==> src/rtl/snoopPkg.sv <==
package snoopPkg;

  typedef enum logic [1:0] {
    LINE_INV = 2'd0,
    LINE_SHR = 2'd1,
    LINE_MOD = 2'd2
  } lineState_e;

  typedef enum logic [2:0] {
    ST_IDLE  = 3'd0,
    ST_HOLD  = 3'd1,
    ST_WB    = 3'd2,
    ST_WBEND = 3'd3,
    ST_CPU   = 3'd4
  } busState_e;

  // Strobes from the sequencer to the datapath
  typedef struct packed {
    logic startWb;
    logic startCpu;
    logic advance;
    logic finishWb;
  } ctrlStrobe_t;

endpackage

==> src/rtl/snoopCtrl.sv <==
module snoopCtrl
  import snoopPkg::*;
(
  input  logic        clk,
  input  logic        rstN,
  input  logic        snoopStrobeN,
  input  logic        pipeBusy,
  input  logic        lookupModHit,
  input  logic        lastBeat,
  input  logic        readyN,
  input  logic        burstReadyN,
  input  logic        lastN,
  input  logic        holdReq,
  input  logic        cpuReq,
  output logic        snoopTake,
  output ctrlStrobe_t strb,
  output logic        hitModN,
  output logic        holdAck,
  output logic        cpuDone
);

  busState_e state;
  logic      wbPending;
  logic      xfer;
  logic      wbEnds;

  assign xfer      = !burstReadyN || !readyN;
  assign wbEnds    = xfer && (lastBeat || (!lastN && !burstReadyN));
  assign snoopTake = !snoopStrobeN && hitModN && !wbPending && !pipeBusy;

  always_comb begin
    strb          = '0;
    strb.startWb  = (state == ST_IDLE) && !holdReq && wbPending;
    strb.startCpu = (state == ST_IDLE) && !holdReq && !wbPending && cpuReq;
    strb.advance  = (state == ST_WB) && xfer && !wbEnds;
    strb.finishWb = (state == ST_WBEND);
  end

  always_ff @(posedge clk) begin
    if (!rstN) begin
      state     <= ST_IDLE;
      wbPending <= 1'b0;
      hitModN   <= 1'b1;
      holdAck   <= 1'b0;
      cpuDone   <= 1'b0;
    end else begin
      cpuDone <= (state == ST_CPU) && xfer;
      if (lookupModHit) begin
        wbPending <= 1'b1;
        hitModN   <= 1'b0;
      end else if (strb.finishWb) begin
        wbPending <= 1'b0;
        hitModN   <= 1'b1;
      end
      case (state)
        ST_IDLE: begin
          if (holdReq) begin
            state   <= ST_HOLD;
            holdAck <= 1'b1;
          end else if (strb.startWb) begin
            state <= ST_WB;
          end else if (strb.startCpu) begin
            state <= ST_CPU;
          end
        end
        ST_HOLD: begin
          if (!holdReq) begin
            state   <= ST_IDLE;
            holdAck <= 1'b0;
          end
        end
        ST_WB:    if (wbEnds) state <= ST_WBEND;
        ST_WBEND: state <= ST_IDLE;
        ST_CPU:   if (xfer) state <= ST_IDLE;
        default:  state <= ST_IDLE;
      endcase
    end
  end

  // a modified hit from the lookup pulls the hit output low next cycle
  a_r2_hit_after_lookup: assert property (@(posedge clk) disable iff (!rstN)
    lookupModHit |=> !hitModN);

  // no hold grant while the burst runs
  a_r11_no_hold_in_burst: assert property (@(posedge clk) disable iff (!rstN)
    (state == ST_WB) |-> !holdAck);

  // the hit output is only released out of the closing state
  a_r8_release_after_burst: assert property (@(posedge clk) disable iff (!rstN)
    $rose(hitModN) |-> $past(state == ST_WBEND));

endmodule

==> src/rtl/snoopDatapath.sv <==
module snoopDatapath
  import snoopPkg::*;
#(
  parameter int ADDR_W = 16,
  parameter int DATA_W = 32,
  parameter int LINES  = 4,
  parameter int BEATS  = 4,
  localparam int WOFF_W = $clog2(DATA_W / 8),
  localparam int BEAT_W = $clog2(BEATS),
  localparam int OFF_W  = WOFF_W + BEAT_W,
  localparam int IDX_W  = $clog2(LINES),
  localparam int LINE_W = ADDR_W - OFF_W,
  localparam int TAG_W  = LINE_W - IDX_W
) (
  input  logic                    clk,
  input  logic                    rstN,
  input  ctrlStrobe_t             strb,
  input  logic                    snoopTake,
  input  logic                    snoopInv,
  input  logic [LINE_W-1:0]       snoopLine,
  input  logic                    instValid,
  input  logic [LINE_W-1:0]       instLine,
  input  logic                    instDirty,
  input  logic [BEATS*DATA_W-1:0] instData,
  input  logic                    cpuWrite,
  input  logic [ADDR_W-1:0]       cpuAddr,
  input  logic [DATA_W-1:0]       cpuData,
  output logic                    pipeBusy,
  output logic                    lookupModHit,
  output logic                    lastBeat,
  output logic                    snoopHitN,
  output logic                    addrStrobeN,
  output logic                    writeRead,
  output logic                    cacheableN,
  output logic [ADDR_W-1:0]       busAddr,
  output logic [DATA_W-1:0]       busData
);

  logic [TAG_W-1:0]  tagQ  [LINES];
  lineState_e        stQ   [LINES];
  logic [DATA_W-1:0] dataQ [LINES][BEATS];

  // lookup pipeline: stage A holds the sampled snoop, stage B the result
  logic             aValid, aInv;
  logic [IDX_W-1:0] aIdx;
  logic [TAG_W-1:0] aTag;
  logic             bValid, bInv, bHit, bMod;
  logic [IDX_W-1:0] bIdx;
  logic             aLineHit;

  logic [IDX_W-1:0]  wbIdx;
  logic              wbInv;
  logic [BEAT_W-1:0] beatQ;
  logic [BEAT_W-1:0] beatNext;

  assign aLineHit     = (stQ[aIdx] != LINE_INV) && (tagQ[aIdx] == aTag);
  assign pipeBusy     = aValid || bValid;
  assign lookupModHit = bValid && bMod;
  assign beatNext     = beatQ + 1'b1;
  assign lastBeat     = (beatQ == BEAT_W'(BEATS - 1));

  always_ff @(posedge clk) begin
    if (!rstN) begin
      aValid <= 1'b0;
      aInv   <= 1'b0;
      aIdx   <= '0;
      aTag   <= '0;
      bValid <= 1'b0;
      bInv   <= 1'b0;
      bHit   <= 1'b0;
      bMod   <= 1'b0;
      bIdx   <= '0;
    end else begin
      aValid <= snoopTake;
      if (snoopTake) begin
        aInv <= snoopInv;
        aIdx <= snoopLine[IDX_W-1:0];
        aTag <= snoopLine[LINE_W-1:IDX_W];
      end
      bValid <= aValid;
      if (aValid) begin
        bInv <= aInv;
        bIdx <= aIdx;
        bHit <= aLineHit;
        bMod <= aLineHit && (stQ[aIdx] == LINE_MOD);
      end
    end
  end

  // tag and state store
  always_ff @(posedge clk) begin
    if (!rstN) begin
      for (int i = 0; i < LINES; i++) begin
        tagQ[i] <= '0;
        stQ[i]  <= LINE_INV;
      end
      snoopHitN <= 1'b1;
      wbIdx     <= '0;
      wbInv     <= 1'b0;
    end else begin
      if (instValid) begin
        tagQ[instLine[IDX_W-1:0]] <= instLine[LINE_W-1:IDX_W];
        stQ[instLine[IDX_W-1:0]]  <= instDirty ? LINE_MOD : LINE_SHR;
      end
      if (bValid) begin
        snoopHitN <= !bHit;
        if (bHit && !bMod && bInv) stQ[bIdx] <= LINE_INV;
        if (bMod) begin
          wbIdx <= bIdx;
          wbInv <= bInv;
        end
      end
      if (strb.finishWb) stQ[wbIdx] <= wbInv ? LINE_INV : LINE_SHR;
    end
  end

  always_ff @(posedge clk) begin
    if (instValid) begin
      for (int k = 0; k < BEATS; k++)
        dataQ[instLine[IDX_W-1:0]][k] <= instData[k*DATA_W +: DATA_W];
    end
  end

  // bus output registers
  always_ff @(posedge clk) begin
    if (!rstN) begin
      addrStrobeN <= 1'b1;
      writeRead   <= 1'b0;
      cacheableN  <= 1'b1;
      busAddr     <= '0;
      busData     <= '0;
      beatQ       <= '0;
    end else begin
      addrStrobeN <= !(strb.startWb || strb.startCpu);
      if (strb.startWb) begin
        beatQ      <= '0;
        writeRead  <= 1'b1;
        cacheableN <= 1'b0;
        busAddr    <= {tagQ[wbIdx], wbIdx, {OFF_W{1'b0}}};
        busData    <= dataQ[wbIdx][0];
      end else if (strb.startCpu) begin
        writeRead  <= cpuWrite;
        cacheableN <= 1'b1;
        busAddr    <= cpuAddr;
        busData    <= cpuData;
      end else if (strb.advance) begin
        beatQ   <= beatNext;
        busAddr <= {tagQ[wbIdx], wbIdx, beatNext, {WOFF_W{1'b0}}};
        busData <= dataQ[wbIdx][beatNext];
      end
    end
  end

  // the address strobe is a single-cycle pulse
  a_r5_single_strobe: assert property (@(posedge clk) disable iff (!rstN)
    !addrStrobeN |=> addrStrobeN);

  // at most one snoop in the lookup pipeline
  a_r4_one_in_flight: assert property (@(posedge clk) disable iff (!rstN)
    $onehot0({aValid, bValid}));

  // without a start or an accepted beat the bus address and data hold
  a_r6_hold_on_wait: assert property (@(posedge clk) disable iff (!rstN)
    !(strb.startWb || strb.startCpu || strb.advance) |=> ($stable(busAddr) && $stable(busData)));

endmodule

==> src/rtl/snoopResponder.sv <==
module snoopResponder
  import snoopPkg::*;
#(
  parameter int ADDR_W = 16,
  parameter int DATA_W = 32,
  parameter int LINES  = 4,
  parameter int BEATS  = 4,
  localparam int LINE_W = ADDR_W - $clog2(DATA_W / 8) - $clog2(BEATS)
) (
  input  logic                    clk,
  input  logic                    rstN,
  input  logic                    snoopStrobeN,
  input  logic                    snoopInv,
  input  logic [LINE_W-1:0]       snoopLine,
  output logic                    hitModN,
  output logic                    snoopHitN,
  input  logic                    instValid,
  input  logic [LINE_W-1:0]       instLine,
  input  logic                    instDirty,
  input  logic [BEATS*DATA_W-1:0] instData,
  input  logic                    cpuReq,
  input  logic                    cpuWrite,
  input  logic [ADDR_W-1:0]       cpuAddr,
  input  logic [DATA_W-1:0]       cpuData,
  output logic                    cpuDone,
  input  logic                    holdReq,
  output logic                    holdAck,
  input  logic                    readyN,
  input  logic                    burstReadyN,
  input  logic                    lastN,
  output logic                    addrStrobeN,
  output logic                    writeRead,
  output logic                    cacheableN,
  output logic [ADDR_W-1:0]       busAddr,
  output logic [DATA_W-1:0]       busData
);

  ctrlStrobe_t strb;
  logic        snoopTake;
  logic        pipeBusy;
  logic        lookupModHit;
  logic        lastBeat;

  snoopCtrl ctrl_i (
    .clk          (clk),
    .rstN         (rstN),
    .snoopStrobeN (snoopStrobeN),
    .pipeBusy     (pipeBusy),
    .lookupModHit (lookupModHit),
    .lastBeat     (lastBeat),
    .readyN       (readyN),
    .burstReadyN  (burstReadyN),
    .lastN        (lastN),
    .holdReq      (holdReq),
    .cpuReq       (cpuReq),
    .snoopTake    (snoopTake),
    .strb         (strb),
    .hitModN      (hitModN),
    .holdAck      (holdAck),
    .cpuDone      (cpuDone)
  );

  snoopDatapath #(
    .ADDR_W (ADDR_W),
    .DATA_W (DATA_W),
    .LINES  (LINES),
    .BEATS  (BEATS)
  ) dp_i (
    .clk          (clk),
    .rstN         (rstN),
    .strb         (strb),
    .snoopTake    (snoopTake),
    .snoopInv     (snoopInv),
    .snoopLine    (snoopLine),
    .instValid    (instValid),
    .instLine     (instLine),
    .instDirty    (instDirty),
    .instData     (instData),
    .cpuWrite     (cpuWrite),
    .cpuAddr      (cpuAddr),
    .cpuData      (cpuData),
    .pipeBusy     (pipeBusy),
    .lookupModHit (lookupModHit),
    .lastBeat     (lastBeat),
    .snoopHitN    (snoopHitN),
    .addrStrobeN  (addrStrobeN),
    .writeRead    (writeRead),
    .cacheableN   (cacheableN),
    .busAddr      (busAddr),
    .busData      (busData)
  );

endmodule

==> config.mk <==
export PLATFORM = sky130hd
export DESIGN_NAME = snoopResponder
export DESIGN_NICKNAME = d
export VERILOG_FILES = /design/src/rtl/snoopPkg.sv /design/src/rtl/snoopCtrl.sv /design/src/rtl/snoopDatapath.sv /design/src/rtl/snoopResponder.sv
export SDC_FILE = /design/constraint.sdc
export NUM_CORES = 1
export LEC_CHECK = 0
export BUFFER_PORTS_ARGS = -buffer_cell sky130_fd_sc_hd__buf_2
export CAP_MARGIN = 10
export CORE_ASPECT_RATIO = 0.8
export CORE_MARGIN = 2
export CORE_UTILIZATION = 59
export CTS_CLUSTER_SIZE = 10
export DETAILED_ROUTE_END_ITERATION = 8
export GPL_ROUTABILITY_DRIVEN = 0
export PLACE_DENSITY = 0.83
export SYNTH_ARGS = -nofsm -noshare
export SYNTH_HDL_FRONTEND = slang
export SYNTH_HIERARCHICAL = 1
export SYNTH_SLANG_ARGS = --single-unit
==> constraint.sdc <==
create_clock -name clk -period 5 [get_ports clk]
set_input_delay 0.5 -clock clk [delete_from_list [all_inputs] [get_ports clk]]
set_output_delay 0.5 -clock clk [all_outputs]
set_load 0.02 [all_outputs]
# Word-level counts from Yosys, hierarchy flattened

Memories as Yosys holds them, arrays and structs flattened. A register that Yosys moved wholly into a read port is not among the register bits.
Cells that the tools add are included.

Register bits after elaboration: 84
Memory bits (writable): 560
Bits of input ports: 212
Output and inout bits: 55
Word-level logic and storage cells: 153
Memories kept: 3

Memory list:

| name       | words | bits a word | read ports | clocked after Yosys merged registers in | wr ports | RTL line            | source |
|---|---|---|---|---|---|---|---|
| dp_i.dataQ | 4     | 128         | 1          | 1                                       | 1        | snoopDatapath.sv:41 | `logic [DATA_W-1:0] dataQ [LINES][BEATS];` |
| dp_i.tagQ  | 4     | 10          | 2          | 2                                       | 4        | snoopDatapath.sv:39 | `logic [TAG_W-1:0] tagQ [LINES];` |
| dp_i.stQ   | 4     | 2           | 1          | 1                                       | 4        | snoopDatapath.sv:40 | `lineState_e stQ [LINES];` |

$add $sub $neg: 1
Order comparisons: 1
Equality and inequality tests: 12
Multiplexer cells: 61
Bitwise gates (word level): 3
Reductions and logical operators: 48

Operators by type and width:

| kind               | number |
|---|---|
| $mux 32            | 5 |
| $bmux 32 s2        | 1 |
| $mux 16            | 3 |
| $mux 2             | 16 |
| $mux 1             | 27 |
| $mux 3             | 6 |
| $logic_and 1x1->1  | 17 |
| $pmux 3 s4         | 1 |
| $logic_not 1->1    | 11 |
| $eq 10x10->1       | 1 |
| $mux 10            | 1 |
| $reduce_bool 2->1  | 5 |
| $reduce_or 10->1   | 1 |
| $reduce_or 2->1    | 4 |
| $eq 3x2->1 const B | 2 |
| $eq 2x2->1 const B | 2 |
| $logic_or 1x1->1   | 4 |
| $ne 2x1->1 const B | 2 |
| $ne 2x2->1 const B | 2 |
| $ne 4x2->1 const B | 1 |
| $reduce_and 2->1   | 2 |
| $reduce_and 4->1   | 1 |
| $eq 3x1->1 const B | 1 |
| $eq 3x3->1 const B | 1 |
| other kinds (8)    | 9 |

# Longest topological paths before layout

Gate-level depths: netlist (run 1).

Word-level depth: 9
Depth in mapped cells: 10
Depth with buffers taken out: 8

# By module

Netlist (run 1), hierarchy kept.

Modules (own cells, without submodules):

| module        | times used | cells each | area an instance (µm²) | sequential area each (µm²) |
|---|---|---|---|---|
| snoopDatapath | 1          | 1407       | 25520.7                | 18397.6 |
| snoopCtrl     | 1          | 41         | 372.9                  | 140.1 |

# Least setup slack after synthesis (run 1)

No wires, ideal clock.

Path kind: input to register
Start point: in instLine[0]
End point: mem dp_i/dataQ[0][0] in the netlist's numbering, enable pin
Setup time: 0.480 ns
Arrival time: 3.405 ns
Data required time: 4.520 ns
Setup slack: 1.115 ns
Stages on the path: 4
Path buffers: 1
Cells stage by stage: nor2_1 -> nand2_1 -> clkbuf_1 -> inv_1

RTL lines:

| item            | RTL line             | source |
|---|---|---|
| start, declared | snoopResponder.sv:18 | `input logic [LINE_W-1:0] instLine,` |
| end, declared   | snoopDatapath.sv:41  |  |

No word-level cell before the write port.

==> results of run 1 <==
cells by family (layout without fill, tap and decap cells):
group | Yosys count | count (layout) | synth area share, %
flip-flops | 648 | 648 | 71.6
buffers and inverters | 110 | 438 | 2.14
AO/OA/AOI/OAI | 209 | 209 | 4.97
AND/OR/NAND/NOR | 226 | 226 | 4.13
adder cells (fa/ha/maj) | 1 | 1 | 0.0483
XOR/XNOR | 11 | 11 | 0.372
multiplexers | 243 | 243 | 16.8
other | 0 | 24 | 0
placed cells by master, fill, tap and decap left out, types with 4 or more instances in the layout:
cell                        netlist  final
sky130_fd_sc_hd__a21boi_0         5      5
sky130_fd_sc_hd__a21oi_1         90     90
sky130_fd_sc_hd__a221o_1          4      4
sky130_fd_sc_hd__and2_1           4      4
sky130_fd_sc_hd__buf_12           0      6
sky130_fd_sc_hd__buf_2            7    266
sky130_fd_sc_hd__buf_4            5     12
sky130_fd_sc_hd__clkbuf_1        52     48
sky130_fd_sc_hd__clkbuf_16        0     77
sky130_fd_sc_hd__dfxtp_1         92     89
sky130_fd_sc_hd__diode_2          0     24
sky130_fd_sc_hd__edfxtp_1       556    556
sky130_fd_sc_hd__inv_1           22     18
sky130_fd_sc_hd__inv_6            0      8
sky130_fd_sc_hd__mux2_2          27     27
sky130_fd_sc_hd__mux2i_1         70     70
sky130_fd_sc_hd__mux4_1          12     12
sky130_fd_sc_hd__mux4_2         134    134
sky130_fd_sc_hd__nand2_1         74     74
sky130_fd_sc_hd__nand2b_1         9      9
sky130_fd_sc_hd__nor2_1          80     78
sky130_fd_sc_hd__nor2b_1         27     27
sky130_fd_sc_hd__nor3b_1          6      6
sky130_fd_sc_hd__o211a_1         12     12
sky130_fd_sc_hd__o211ai_1        27     27
sky130_fd_sc_hd__o21a_1           4      4
sky130_fd_sc_hd__o21ai_0         35     35
sky130_fd_sc_hd__o21ai_1         10     10
sky130_fd_sc_hd__o221ai_1         5      5
sky130_fd_sc_hd__o32ai_1          4      4
sky130_fd_sc_hd__or2_2            4      4
sky130_fd_sc_hd__xnor2_1         10     10
final cells by class:
| class | count | area share (%) |
|---|---|---|
| Antenna cell | 24 | 0.200 |
| Clock buffer | 125 | 7.03 |
| Clock inverter | 7 | 0.242 |
| Inverter | 22 | 0.342 |
| Multi-Input combinational cell | 690 | 22.8 |
| Sequential cell | 648 | 61.9 |
| Tap cell | 560 | 2.34 |
| Timing Repair Buffer | 284 | 5.15 |
report_power, final:
part | internal (mW) | switching (mW)
combinational | 0.250 | 0.367
sequential | 6.16 | 0.0952
clock | 2.87 | 2.03
total | 9.28 | 2.49
per-stage QoR:
stage | instance area (sq um) | hold slack [ns] | worst slack (ns) | cells | utilization, %
2_1_floorplan | 25900 | 0.439 | 1.11 | 1448 | -
3_3_place_gp | 27700 | 0.475 | 2.02 | 2204 | 64.1
3_5_place_dp | 27700 | 0.484 | 1.84 | 2204 | 64.1
4_1_cts | 29900 | 0.0695 | 1.92 | 2336 | 69.2
5_1_grt | 29900 | 0.0840 | 1.75 | 2351 | 69.3
6_report | 30000 | 0.0983 | 1.88 | 2360 | 69.3
metal layers:
metal | track usage (%) | up-vias | share of wire (%) | wire length (um)
met2 | 39.6 | 695 | 48 | 27900
met3 | 8.65 | 141 | 10 | 6110
li1 | - | 6357 | - | -
met5 | 0 | - | 0.14 | 82
met1 | 34.6 | 7419 | 39 | 22800
met4 | 10.4 | 12 | 2.8 | 1640
path summary, 6_finish.rpt:
kind / start / to / slack (ns)
worst max register to register: dp_i/beatQ[0] / dp_i/busData[14] / 1.88
worst min register to register: dp_i/wbInv / dp_i/wbInv / 0.50
worst max-delay path: dp_i/beatQ[0] / dp_i/busData[14] / 1.88
worst min-delay path: instData[16] / dp_i/dataQ[1][112] / 0.1
state kept, by name (all words and copies together) (netlist names), 3 cells and up, named ones only:
signal,flops
dp_i/tagQ,40
dp_i/dataQ,512
dp_i/busAddr,16
dp_i/aTag,10
ctrl_i/state,3
dp_i/busData,32
dp_i/stQ,8
==> results.json, run 1 <==
{
  "cts_hold_buffers": 0,
  "grt_first_pass_wirelength_um": 87200,
  "routed-via-count": 14600,
  "cts_tree": "built",
  "floorplan.initialDensity_pct": 59.9,
  "ys_seq_area_share_pct": 71.6,
  "post_cts_buffers": 0,
  "grt_usage_pct": 25.9,
  "die_extent_in_x_um": 238,
  "endpoint_kind": "register",
  "fin_worst_skew_ns": 0.0322,
  "core_area_sq_um": 43200,
  "synth.most_common_cell": "sky130_fd_sc_hd__edfxtp_1",
  "post-dp-hpwl_um": 35500,
  "yosys.cell_types.count": 59,
  "detail_route.wl_per_cell_um": 24.8,
  "final.setup.tns_ns": 0,
  "synth_ff_type": "sky130_fd_sc_hd__edfxtp_1",
  "final.min_clock_period_ns": 3.12,
  "numClockSinks": 648,
  "grt_setup_unrepaired": "no",
  "num-fill-cells": 2686,
  "drc": 0,
  "vias_per_cell": 6.20,
  "hold_viol_final": 0,
  "worst-path-stages": 6,
  "cts-root-to-sink-buffers": 3,
  "slew_headroom_pct": 28.9,
  "synth.avg_cell_area_sq_um": 17.9,
  "fraction_of_layout_cells_with_a_size_suffix_above_1_pct": 31.2,
  "worstPathRequired_ns": 5.49,
  "crit_arrival_ns": 3.61,
  "cell_area_power_density_nw_per_um2": 393,
  "leakage_nw": 10.3,
  "synth.top_cells.by_area": "sky130_fd_sc_hd__edfxtp_1 (64%), sky130_fd_sc_hd__mux4_2 (12%), sky130_fd_sc_hd__dfxtp_1 (7.1%), sky130_fd_sc_hd__mux2i_1 (2.7%), sky130_fd_sc_hd__a21oi_1 (1.7%)",
  "synth_common_cells": "sky130_fd_sc_hd__edfxtp_1 (556), sky130_fd_sc_hd__mux4_2 (134), sky130_fd_sc_hd__dfxtp_1 (92)",
  "critical_path_class": "reg -> reg",
  "multiInputGateArea_sq_um": 6820,
  "net_count_of_the_finished_layout": 1934,
  "critPathBufInv": 1,
  "synth_top_area_cell": "sky130_fd_sc_hd__edfxtp_1",
  "timing_max_transition_violations_final": 0,
  "vdd_ir_drop_max_uv": 438,
  "synth_fp_nets": 1661,
  "r2r_cells": 6,
  "post_synthesis_instance_area_sq_um": 25900,
  "post_cts_resized": 0,
  "clock_tree_root": "sky130_fd_sc_hd__clkbuf_16",
  "holdPathStages": 1,
  "port_buffers": 266,
  "postSynthRegisterBits": 648,
  "cp_cell_sequence": "ha_2 > and4b_1 > or3_2 > buf_4 > o21ai_0 > a21oi_1",
  "worst_setup_path_start_kind": "register",
  "max_freq_mhz": 321,
  "tritoncts.num_buffers": 75,
  "max_cap_violations": 0,
  "cells_after_synth": 1448,
  "ff_latch_area_sq_um": 18500,
  "min_period_over_period_pct": 62.3,
  "synth_top_area_share_pct": 64.5,
  "clock_insertion_delay_worst_skew_ns": 0.61,
  "synth-warning-count": 6,
  "status": "finished clean",
  "postSynth.asyncResetShare_pct": 0,
  "clk_transition_reported_paths_ns": 0.06,
  "die_area_sq_um": 45600,
  "areaGrowthSynthToFinish_pct": 15.7,
  "setup_viol_count_final": 0,
  "drt-total-wl_um": 58500,
  "hold_path_class": "in -> reg",
  "antenna_violating_nets_post_route": 0,
  "critPathSlowestCell": "sky130_fd_sc_hd__dfxtp_4",
  "worst-slew-pin-transition_ns": 1.07,
  "die_h_um": 191,
  "initialDrtViolationCount": 1338,
  "row_count": 68,
  "first_global_vias": 14800,
  "clock_tree.htree_level_count": 3,
  "highest_cell_delay_on_the_worst_timing_path_ns": 0.85,
  "crit_family": "simple AND/OR/NAND/NOR gates",
  "largest_net_degree_at_the_start_of_global_routing": 79,
  "grt_antenna_before_repair": 27,
  "num_io_pins": 267,
  "total_power_mw": 11.8,
  "edff_count_synth": 556,
  "drt-pass1-iter-count": 5,
  "global_route.overflow_total": 0,
  "critical_path.max_fanout": 50
}
Note: power is estimated with default switching activity, not from simulation.
==> run 2: changes to the inputs <==
- CORE_UTILIZATION: 59 -> 53
- PLACE_DENSITY: 0.83 -> 0.79
- clock period: 5 -> 2.8 ns (I/O delays scaled with it)
==> run 2 against run 1 <==
Compared with the run above:
- clock-buffer cell count shrank 11
- global-route usage shrank 1.5 points
- clock power grew 78%
- final cell count grew 8.9%
==> results.json, run 2 (same netlist as run 1, synthesis figures left out) <==
{
  "cts_tree": "built",
  "tritoncts.num_buffers": 75,
  "drc": 0,
  "vias_per_cell": 5.87,
  "routed_length_on_met3_um": 4850,
  "clock_tree.htree_level_count": 3,
  "pre_cts_ws_ns": 0.474,
  "worst_setup_path_start_kind": "register",
  "global_route.overflow_total": 0,
  "row_count": 72,
  "largest_net_degree_at_the_start_of_global_routing": 91,
  "multiInputGateArea_sq_um": 6840,
  "net_count_of_the_finished_layout": 2106,
  "status": "finished clean",
  "die_extent_in_x_um": 251,
  "critical_path_class": "reg -> reg",
  "final.min_clock_period_ns": 2.36,
  "timing_max_transition_violations_final": 0,
  "numClockSinks": 648,
  "max_cap_violations": 0,
  "setup_viol_count_final": 0,
  "worst_setup_path_endpoint": "dp_i/busData[15]",
  "max_freq_mhz": 424,
  "hold_viol_final": 0,
  "layout.cells.most_common_list": "sky130_fd_sc_hd__edfxtp_1 (556), sky130_fd_sc_hd__buf_2 (265), sky130_fd_sc_hd__dlygate4sd3_1 (150)",
  "leakage_nw": 11.1,
  "clk_transition_reported_paths_ns": 0.06,
  "fin_area_sq_um": 31800,
  "setup.reg_to_reg.worst_slack_ns": 0.44,
  "clock_tree_root": "sky130_fd_sc_hd__clkbuf_16",
  "fraction_of_layout_cells_with_a_size_suffix_above_1_pct": 29.9,
  "crit_arrival_ns": 2.85,
  "num-fill-cells": 3171,
  "detailroute.wirelength.met2_um": 29800,
  "critical_path.reg2reg.endpoint": "dp_i/busData[15]",
  "initialDrtViolationCount": 1318,
  "worst_setup_path_startpoint": "ctrl_i/state[1]",
  "areaGrowthSynthToFinish_pct": 22.9,
  "final.setup.tns_ns": 0,
  "drt-pass1-iter-count": 5,
  "post-dp-hpwl_um": 36300,
  "total_power_mw": 21.2,
  "setup_slack_ns": 0.443,
  "min_period_over_period_pct": 84.2,
  "grt_first_pass_wirelength_um": 93400,
  "worst_r2r_startpoint": "ctrl_i/state[1]",
  "final_common_cell": "sky130_fd_sc_hd__edfxtp_1",
  "antenna_violating_nets_post_route": 0,
  "post_dp_cell_area_sq_um": 28100,
  "grt_usage_pct": 24.4,
  "slew_headroom_pct": 55.2,
  "cell_area_power_density_nw_per_um2": 666,
  "port_buffers": 266,
  "wl_met1_um": 24800,
  "vdd_ir_drop_max_uv": 785,
  "detail_route.wl_per_cell_um": 23.7,
  "worst-slew-pin-transition_ns": 0.672,
  "ff_latch_area_sq_um": 18500,
  "first_global_vias": 16200,
  "floorplan.initialDensity_pct": 53.6,
  "core_area_sq_um": 48300,
  "num_io_pins": 267,
  "endpoint_kind": "register",
  "worstPathRequired_ns": 3.29,
  "grt_antenna_before_repair": 13,
  "cts-root-to-sink-buffers": 3,
  "drt-total-wl_um": 61000,
  "flip_flop_count_of_the_largest_register_after_layout": 512,
  "fin_worst_skew_ns": 0.0227,
  "grt_setup_unrepaired": "no",
  "die_area_sq_um": 50700,
  "highest_layer": "met5",
  "routed-via-count": 15100,
  "clock_insertion_delay_worst_skew_ns": 0.61,
  "hold_path_class": "in -> reg",
  "r2r_cells": 6,
  "critical_path.max_fanout": 22,
  "die_h_um": 202
}
## run 2: changes by cell type in the layout (fill, tap and decap cells not counted), moves of 2 or more
| cell | change |
|---|---|
| sky130_fd_sc_hd__dlygate4sd3_1 | +150 |
| sky130_fd_sc_hd__diode_2 | -18 |
| sky130_fd_sc_hd__clkbuf_1 | -13 |
| sky130_fd_sc_hd__buf_12 | +12 |
| sky130_fd_sc_hd__buf_4 | +11 |
| sky130_fd_sc_hd__inv_6 | -8 |
| sky130_fd_sc_hd__clkinvlp_4 | +5 |
| sky130_fd_sc_hd__clkbuf_8 | +2 |
| sky130_fd_sc_hd__clkinv_8 | +2 |
## run 2: routing by layer
metal  up-vias  GRT usage [%]
met2       669           40.1
met4        14           7.63
li1       6648              -
met5         -              0
met3       128           6.35
met1      7624           32.2
## run 2: cell type report
type / count / share of cell area, %
diodes: 6 / 0.0472
clock buffers: 114 / 6.56
well taps: 629 / 2.47
multi-input cells: 690 / 21.5
inverters: 22 / 0.307
flip-flops and latches: 648 / 58.3
clock inverters: 5 / 0.228
repair buffers: 456 / 10.6
## run 2: power breakdown
group / internal [mW] / leakage (nW) / switching [mW]
logic: 0.606 / 4.14 / 0.699
clock network: 5.10 / 1.03 / 3.59
registers: 11.0 / 5.89 / 0.171
total: 16.7 / 11.1 / 4.46
## run 2: repair_timing
action | CTS | global route
buffers inserted | 0 | 0
hold buffers | 150 | 0
resized for setup | 0 | 0
endpoints found under the hold margin | 537 | 0
## run 2: worst min path at each step
stage / endpoint / slack [ns] / cells after the start / start
CTS: dp_i/busData[5] / 0.001 / 3 / cpuData[5]
global route: dp_i/writeRead / 0.02 / 3 / cpuWrite
finish: dp_i/writeRead / 0.03 / 3 / cpuWrite
global placement: dp_i/wbInv / 0.46 / 2 / dp_i/wbInv
detailed placement: dp_i/wbInv / 0.47 / 2 / dp_i/wbInv
floorplan: ctrl_i/hitModN / 0.36 / 1 / rstN
## run 2: through the flow
step / std cells / util, % / hold slack [ns]
floorplan: 1448 / - / 0.360
CTS: 2564 / 65.8 / 0.00120
global route: 2568 / 65.9 / 0.0187
global placement: 2295 / 58.3 / 0.463
finish: 2570 / 65.9 / 0.0278
detailed placement: 2295 / 58.3 / 0.469
## run 2: critical path, stage by stage (launching register included)
cell and delay (ns):
sky130_fd_sc_hd__dfxtp_1 0.50, sky130_fd_sc_hd__nor2_4 0.07, sky130_fd_sc_hd__and4b_4 0.29, sky130_fd_sc_hd__or3_2 0.80, sky130_fd_sc_hd__buf_4 0.30, sky130_fd_sc_hd__o21ai_0 0.19, sky130_fd_sc_hd__a21oi_1 0.07
